## src/rtl/mmio_route_pkg.sv

```systemverilog
package mmio_route_pkg;

    localparam int WORD_W     = 32;
    localparam int WORD_BYTES = WORD_W / 8;
    localparam int LANE_W     = $clog2(WORD_BYTES);

    typedef enum logic [1:0] {
        TGT_NONE = 2'd0,
        TGT_RAM  = 2'd1,
        TGT_IO   = 2'd2
    } tgt_e;

endpackage

```

## src/rtl/mmio_region_match.sv

```systemverilog
module mmio_region_match #(
    parameter int AW    = 32,
    parameter int NREG  = 2,
    parameter int SEL_W = 1,
    parameter logic [NREG-1:0][AW-1:0] REG_START = '0,
    parameter logic [NREG-1:0][AW-1:0] REG_END   = '0
) (
    input  logic [AW-1:0]    addr,
    output logic             hit,
    output logic [SEL_W-1:0] sel,
    output logic [AW-1:0]    offset
);

    logic [NREG-1:0] in_range;

    generate
        for (genvar g = 0; g < NREG; g++) begin : g_cmp
            assign in_range[g] = (addr >= REG_START[g]) && (addr < REG_END[g]);
        end
    endgenerate

    // Lowest index wins: scan from the top so lower indices overwrite.
    always_comb begin
        sel    = '0;
        offset = '0;
        for (int i = NREG - 1; i >= 0; i--) begin
            if (in_range[i]) begin
                sel    = SEL_W'(i);
                offset = addr - REG_START[i];
            end
        end
    end

    assign hit = |in_range;

endmodule

```

## src/rtl/mmio_port_match.sv

```systemverilog
module mmio_port_match #(
    parameter int AW     = 32,
    parameter int NPORT  = 3,
    parameter int SLOT_W = 2,
    parameter logic [NPORT-1:0][AW-1:0]     PORT_ADDR = '0,
    parameter logic [NPORT-1:0][SLOT_W-1:0] PORT_SLOT = '0
) (
    input  logic [AW-1:0]     addr,
    output logic              hit,
    output logic [SLOT_W-1:0] slot
);

    logic [NPORT-1:0] eq;

    generate
        for (genvar g = 0; g < NPORT; g++) begin : g_eq
            assign eq[g] = (addr == PORT_ADDR[g]);
        end
    endgenerate

    always_comb begin
        slot = '0;
        for (int i = NPORT - 1; i >= 0; i--) begin
            if (eq[i]) slot = PORT_SLOT[i];
        end
    end

    assign hit = |eq;

endmodule

```

## src/rtl/mmio_lane.sv

```systemverilog
module mmio_lane
    import mmio_route_pkg::*;
(
    input  logic                  is_byte,
    input  logic [LANE_W-1:0]     lane,
    input  logic [WORD_W-1:0]     wdata_in,
    input  logic [WORD_W-1:0]     word_in,
    output logic [WORD_BYTES-1:0] be,
    output logic [WORD_W-1:0]     wdata_out,
    output logic [WORD_W-1:0]     rdata_out
);

    // Big-endian: lowest address is the most significant byte.
    generate
        for (genvar g = 0; g < WORD_BYTES; g++) begin : g_lane
            localparam int BIT = WORD_BYTES - 1 - g;
            assign be[BIT] = !is_byte || (lane == LANE_W'(g));
            assign wdata_out[BIT*8 +: 8] = is_byte ? wdata_in[7:0]
                                                   : wdata_in[BIT*8 +: 8];
        end
    endgenerate

    logic [WORD_W-1:0] shifted;
    assign shifted   = word_in >> {~lane, 3'b000};
    assign rdata_out = is_byte ? {{(WORD_W-8){1'b0}}, shifted[7:0]} : word_in;

endmodule

```

## src/rtl/mmio_route.sv

```systemverilog
module mmio_route
    import mmio_route_pkg::*;
#(
    parameter int AW        = 32,
    parameter int NREG      = 2,
    parameter logic [NREG-1:0][AW-1:0] REG_START = {32'hAFFF_0000, 32'h8003_0000},
    parameter logic [NREG-1:0][AW-1:0] REG_END   = {32'hB000_0000, 32'h8004_0000},
    parameter int NPORT     = 3,
    parameter int SLOT_W    = 2,
    parameter logic [NPORT-1:0][AW-1:0]     PORT_ADDR = {32'hFFFF_000C, 32'hFFFF_0004, 32'hFFFF_0000},
    parameter logic [NPORT-1:0][SLOT_W-1:0] PORT_SLOT = {2'd3, 2'd1, 2'd0},
    parameter int HALT_SLOT = 3,
    parameter int RAM_LAT   = 3,
    parameter int IO_LAT    = 1,
    parameter int MISS_LAT  = 1,
    localparam int SEL_W    = (NREG > 1) ? $clog2(NREG) : 1
) (
    input  logic                  clk,
    input  logic                  rst_n,
    input  logic                  cpu_valid,
    output logic                  cpu_ready,
    input  logic                  cpu_we,
    input  logic                  cpu_byte,
    input  logic [AW-1:0]         cpu_addr,
    input  logic [WORD_W-1:0]     cpu_wdata,
    output logic                  cpu_rvalid,
    output logic [WORD_W-1:0]     cpu_rdata,
    output logic                  ram_req,
    output logic                  ram_we,
    output logic [SEL_W-1:0]      ram_sel,
    output logic [AW-1:0]         ram_addr,
    output logic [WORD_BYTES-1:0] ram_be,
    output logic [WORD_W-1:0]     ram_wdata,
    input  logic [WORD_W-1:0]     ram_rdata,
    output logic                  io_req,
    output logic                  io_we,
    output logic [SLOT_W-1:0]     io_slot,
    output logic [7:0]            io_wdata,
    input  logic [7:0]            io_rdata,
    output logic                  halt
);

    localparam int MAX_LAT_A = (RAM_LAT > IO_LAT) ? RAM_LAT : IO_LAT;
    localparam int MAX_LAT   = (MAX_LAT_A > MISS_LAT) ? MAX_LAT_A : MISS_LAT;
    localparam int CNT_W     = $clog2(MAX_LAT + 1);

    typedef struct packed {
        logic                busy;
        logic [CNT_W-1:0]    cnt;
        tgt_e                tgt;
        logic                we;
        logic                is_byte;
        logic [LANE_W-1:0]   lane;
        logic [WORD_W-1:0]   wdata;
        logic [SEL_W-1:0]    sel;
        logic [AW-1:0]       off;
        logic [SLOT_W-1:0]   slot;
        logic                rvalid;
        logic [WORD_W-1:0]   rdata;
        logic                halt;
    } state_t;

    state_t st_d, st_q;

    logic              reg_hit;
    logic [SEL_W-1:0]  reg_sel;
    logic [AW-1:0]     reg_off;
    logic              port_hit;
    logic [SLOT_W-1:0] port_slot;
    logic [WORD_W-1:0] lane_rdata;
    logic              accept_w;
    logic              last_w;

    mmio_region_match #(
        .AW(AW), .NREG(NREG), .SEL_W(SEL_W),
        .REG_START(REG_START), .REG_END(REG_END)
    ) i_region (
        .addr(cpu_addr), .hit(reg_hit), .sel(reg_sel), .offset(reg_off)
    );

    mmio_port_match #(
        .AW(AW), .NPORT(NPORT), .SLOT_W(SLOT_W),
        .PORT_ADDR(PORT_ADDR), .PORT_SLOT(PORT_SLOT)
    ) i_port (
        .addr(cpu_addr), .hit(port_hit), .slot(port_slot)
    );

    mmio_lane i_lane (
        .is_byte  (st_q.is_byte),
        .lane     (st_q.lane),
        .wdata_in (st_q.wdata),
        .word_in  (ram_rdata),
        .be       (ram_be),
        .wdata_out(ram_wdata),
        .rdata_out(lane_rdata)
    );

    assign accept_w = cpu_valid && !st_q.busy;
    assign last_w   = st_q.busy && (st_q.cnt == '0);

    always_comb begin
        st_d        = st_q;
        st_d.rvalid = 1'b0;
        if (accept_w) begin
            st_d.busy    = 1'b1;
            st_d.we      = cpu_we;
            st_d.is_byte = cpu_byte;
            st_d.lane    = cpu_addr[LANE_W-1:0];
            st_d.wdata   = cpu_wdata;
            st_d.sel     = reg_sel;
            st_d.off     = reg_off;
            st_d.slot    = port_slot;
            if (cpu_byte && port_hit) begin
                st_d.tgt = TGT_IO;
                st_d.cnt = CNT_W'(IO_LAT - 1);
            end else if (reg_hit) begin
                st_d.tgt = TGT_RAM;
                st_d.cnt = CNT_W'(RAM_LAT - 1);
            end else begin
                st_d.tgt = TGT_NONE;
                st_d.cnt = CNT_W'(MISS_LAT - 1);
            end
        end else if (last_w) begin
            st_d.busy   = 1'b0;
            st_d.rvalid = 1'b1;
            st_d.rdata  = '0;
            if (!st_q.we) begin
                case (st_q.tgt)
                    TGT_RAM: st_d.rdata = lane_rdata;
                    TGT_IO:  st_d.rdata = {{(WORD_W-8){1'b0}}, io_rdata};
                    default: st_d.rdata = '0;
                endcase
            end
            if (st_q.tgt == TGT_IO && st_q.we && st_q.is_byte &&
                st_q.slot == SLOT_W'(HALT_SLOT)) begin
                st_d.halt = 1'b1;
            end
        end else if (st_q.busy) begin
            st_d.cnt = st_q.cnt - CNT_W'(1);
        end
    end

    always_ff @(posedge clk) begin
        if (!rst_n) st_q <= '0;
        else        st_q <= st_d;
    end

    assign cpu_ready  = !st_q.busy;
    assign cpu_rvalid = st_q.rvalid;
    assign cpu_rdata  = st_q.rdata;
    assign ram_req    = last_w && (st_q.tgt == TGT_RAM);
    assign ram_we     = st_q.we;
    assign ram_sel    = st_q.sel;
    assign ram_addr   = st_q.off;
    assign io_req     = last_w && (st_q.tgt == TGT_IO);
    assign io_we      = st_q.we;
    assign io_slot    = st_q.slot;
    assign io_wdata   = st_q.wdata[7:0];
    assign halt       = st_q.halt;

endmodule

```

## config.mk

```make
export PLATFORM = sky130hd
export DESIGN_NAME = mmio_route
export DESIGN_NICKNAME = d
export VERILOG_FILES = /design/src/rtl/mmio_route_pkg.sv /design/src/rtl/mmio_region_match.sv /design/src/rtl/mmio_port_match.sv /design/src/rtl/mmio_lane.sv /design/src/rtl/mmio_route.sv
export SDC_FILE = /design/constraint.sdc
export NUM_CORES = 1
export LEC_CHECK = 0
export BUFFER_PORTS_ARGS = -buffer_cell sky130_fd_sc_hd__buf_2
export CELL_PAD_IN_SITES_DETAIL_PLACEMENT = 2
export CELL_PAD_IN_SITES_GLOBAL_PLACEMENT = 2
export CORE_UTILIZATION = 28
export DETAILED_ROUTE_END_ITERATION = 12
export GPL_ROUTABILITY_DRIVEN = 1
export PLACE_DENSITY = 0.9
export SYNTH_ARGS = -nofsm -noshare
export SYNTH_HDL_FRONTEND = slang
export SYNTH_SLANG_ARGS = --single-unit
```

## constraint.sdc

```tcl
create_clock -name clk -period 3.5 [get_ports clk]
set_clock_uncertainty 0.15 [all_clocks]
set_input_delay 1.05 -clock clk [delete_from_list [all_inputs] [get_ports clk]]
set_output_delay 1.05 -clock clk [all_outputs]
set_load 0.1 [all_outputs]
```

==> run metrics <==
Yosys reg bits=110; post-CTS setup repair buffer count=0; Sw Share=34.1%; Crit Path Max Fanout=35; hpwl dp=13.6 mm; Comb power frac=20.8%; non-filler instance count after layout=1017; share of cells above drive strength 1=33.1%; Setup TNS=0 ps; clock share of power=35.4%; relative slew slack=33.4%; DRT iter0 DRCs=150; RSZ-0062 raised after global routing=no; clk_lat worst skew=350 ps; post-cts resize count=0; Critical Path Sink Type=output pin; syn_nets=776; Area Overhead vs Synth=19.0%; Syn Inst Count=663; global route overflow=0; Residual DRC=0; Post-synth top flop=dfxtp_1; Worst path depth=3; Total Wirelength=18.1 mm; Core Box Area=18300 sq um; Yosys top cell by area=dfxtp_1; Clock transition at path regs=80 ps; Worst Hold Class=reg -> reg; total CTS buffers=9; outcome=complete, no violations; syn avg cell area=7.98 sq um; IO buf count=226; Finished Cell Area=6300 sq um; Cell Chain, Critical Path=nand2_1, o21ai_1, buf_2; Slowest cell on crit path=dfxtp_2; Least-Margin Pin Slew=999 ps; CTS H-tree depth=3; largest net degree at the start of global routing=53; WP data required=2300 ps; Post-synth EDFFs=0; Via Count=4917; clock root buffer=clkbuf_16; leak pwr=2.88 nW; Setup CP Type=reg -> out; sequential element share of the synthesized area=41.6%; Core Util, Final=34.5%; family with the most delay on the worst path=flip-flops; # rows=49; Worst Path Buf+Inv=1; Sequential Power Share=43.8%; Worst EP arrival=2020 ps; DIE AREA=19500 sq um; initial antenna violation count=1; CTS Hold Bufs=0; cell-internal power=1.98 mW; top cells by area, synth=dfxtp_1 42%, buf_4 12%, nand2_1 8.9%; final setup fails=0; Final Hold Fails=0; dpl cells=1001; final RePlAce weighted congestion=0.793; IO Count=227; DRT Pass-1 Iters=4; Synth async-reset ratio=0%; Net Switching=1.02 mW; Max Cap Viol=0; antenna-violating nets left=0; clk sinks=110; Max Freq=311 MHz; Avg WL per Cell=17.8 um; Total GRT Usage=19.0%; Nets=896; pwr dens=476 nW/um^2; minimum clock period after layout=3220 ps; post-synthesis instance area=5290 sq um; register area=2200 sq um; CTS tree=built; type of element launching the critical path=flip-flop; Worst VDD drop=0.312 mV; reg2reg path depth=6; Hold WS=300 ps; synth unique cells=40; area post-placement=6000 sq um; fillers=2143; first-pass GRT wire length=28.9 mm; top cell type's share of synthesized area=41.6%; Die H=140 um; Starting Density=29.0%; slowest stage delay, CP=740 ps; chip width=140 um; WHS Path Cells=2; yosys warns=0; area occupied by multi-input gates=2150 sq um; vias in the first global route=5376; period utilization=91.9%; Slew Limit Fails=0; n_diodes=0; Via density=4.83; Max clock buf depth=2
-- sequential cells by signal (all words and copies together), names as in the netlist --
name        count
cpu_rdata      32
io_slot         2
io_we           1
ram_sel         1
st_q           32
cpu_rvalid      1
io_wdata        8
halt            1
ram_addr       32
-- through the flow --
stage	power [mW]	setup slack, ps
floorplan	1.80	-473
global placement	1.96	699
detailed placement	1.97	613
CTS	3.05	205
global route	3.13	133
finish	3.00	283
-- synthesized netlist by cell type (2+ instances only) --
cell / number
and3_1: 10
a22oi_1: 31
nor2b_1: 17
buf_2: 15
dfxtp_1: 110
nand3_1: 25
buf_4: 83
o22ai_1: 8
buf_1: 4
and2_1: 11
mux2i_1: 8
nor3_1: 3
clkinv_1: 2
nand2_1: 126
o31ai_1: 13
clkbuf_1: 22
buf_6: 2
nand4_1: 3
a21oi_1: 40
o21ai_0: 47
nor2_1: 16
ha_1: 4
and4_1: 3
inv_1: 32
o211ai_1: 8
nor4_1: 6
-- metal layers --
layer | global-route usage (%) | vias to the layer above | part of all wire, % | wire length, um
met5 | 0 | - | 0 | 0
met4 | 4.74 | 0 | 1.2 | 213
met3 | 5.75 | 14 | 6.7 | 1210
met2 | 34.0 | 155 | 50 | 9010
met1 | 21.9 | 2361 | 42 | 7710
li1 | - | 2387 | - | -
-- area by class of cell --
| type | count | share of cell area, % |
|---|---|---|
| inverters | 34 | 2.03 |
| flip-flops and latches | 110 | 35.0 |
| well taps | 229 | 4.55 |
| clock inverters | 7 | 1.11 |
| repair buffers | 236 | 19.6 |
| multi-input cells | 392 | 34.1 |
| clock buffers | 9 | 3.57 |
-- worst paths after layout --
kind | end | from | slack (ps)
setup reg to reg | cpu_rdata[26] | st_q[107] | 1140
hold / removal | ram_addr[27] | ram_addr[27] | 300
setup / recovery | ram_wdata[10] | st_q[103] | 280
hold reg to reg | ram_addr[27] | ram_addr[27] | 300
-- layout by cell type (no fill, tap or decap), types with 2 or more instances in the layout --
cell,instances
buf_2,224
nand2_1,125
dfxtp_1,109
a21oi_1,40
o21ai_0,35
inv_1,32
a22oi_1,31
nand3_1,25
nor2_1,16
nor2b_1,16
o31ai_1,13
o21ai_1,12
and2_1,11
and3_1,10
buf_4,10
clkbuf_16,9
o22ai_1,8
mux2i_1,8
o211ai_1,8
nor4_1,6
ha_1,4
nor3_1,3
and4_1,3
nand4_1,3
clkinv_2,3
inv_6,2
buf_12,2
-- kinds of logic after synthesis --
| logic type | share of synthesized area, % |
|---|---|
| and+or+nand+nor | 20.1 |
| buffers and inverters | 18.0 |
| AOI/OAI and AO/OA | 17.8 |
| DFF | 41.6 |
| muxes | 1.51 |
| adders and majority gates | 0.945 |
| xor gates and xnor gates | 0.165 |
-- power by group through the flow --
stage	combinational, mW	clock (mW)	sequential [mW]
after global routing	0.663	1.15	1.32
after global placement	0.619	0	1.34
after CTS	0.631	1.10	1.32
final	0.624	1.06	1.32
after detailed placement	0.628	0	1.35
after floorplan	0.464	0	1.34
-- worst register-to-register path, delay by kind of cell (launching register included) --
kind	cells	cell delay, ps
and+or+nand+nor	3	1300
DFF	1	330
adders and majority gates	1	280
AOI/OAI and AO/OA	1	150
buffers and inverters	1	80
No activity file was read; power rests on OpenSTA's default activity.
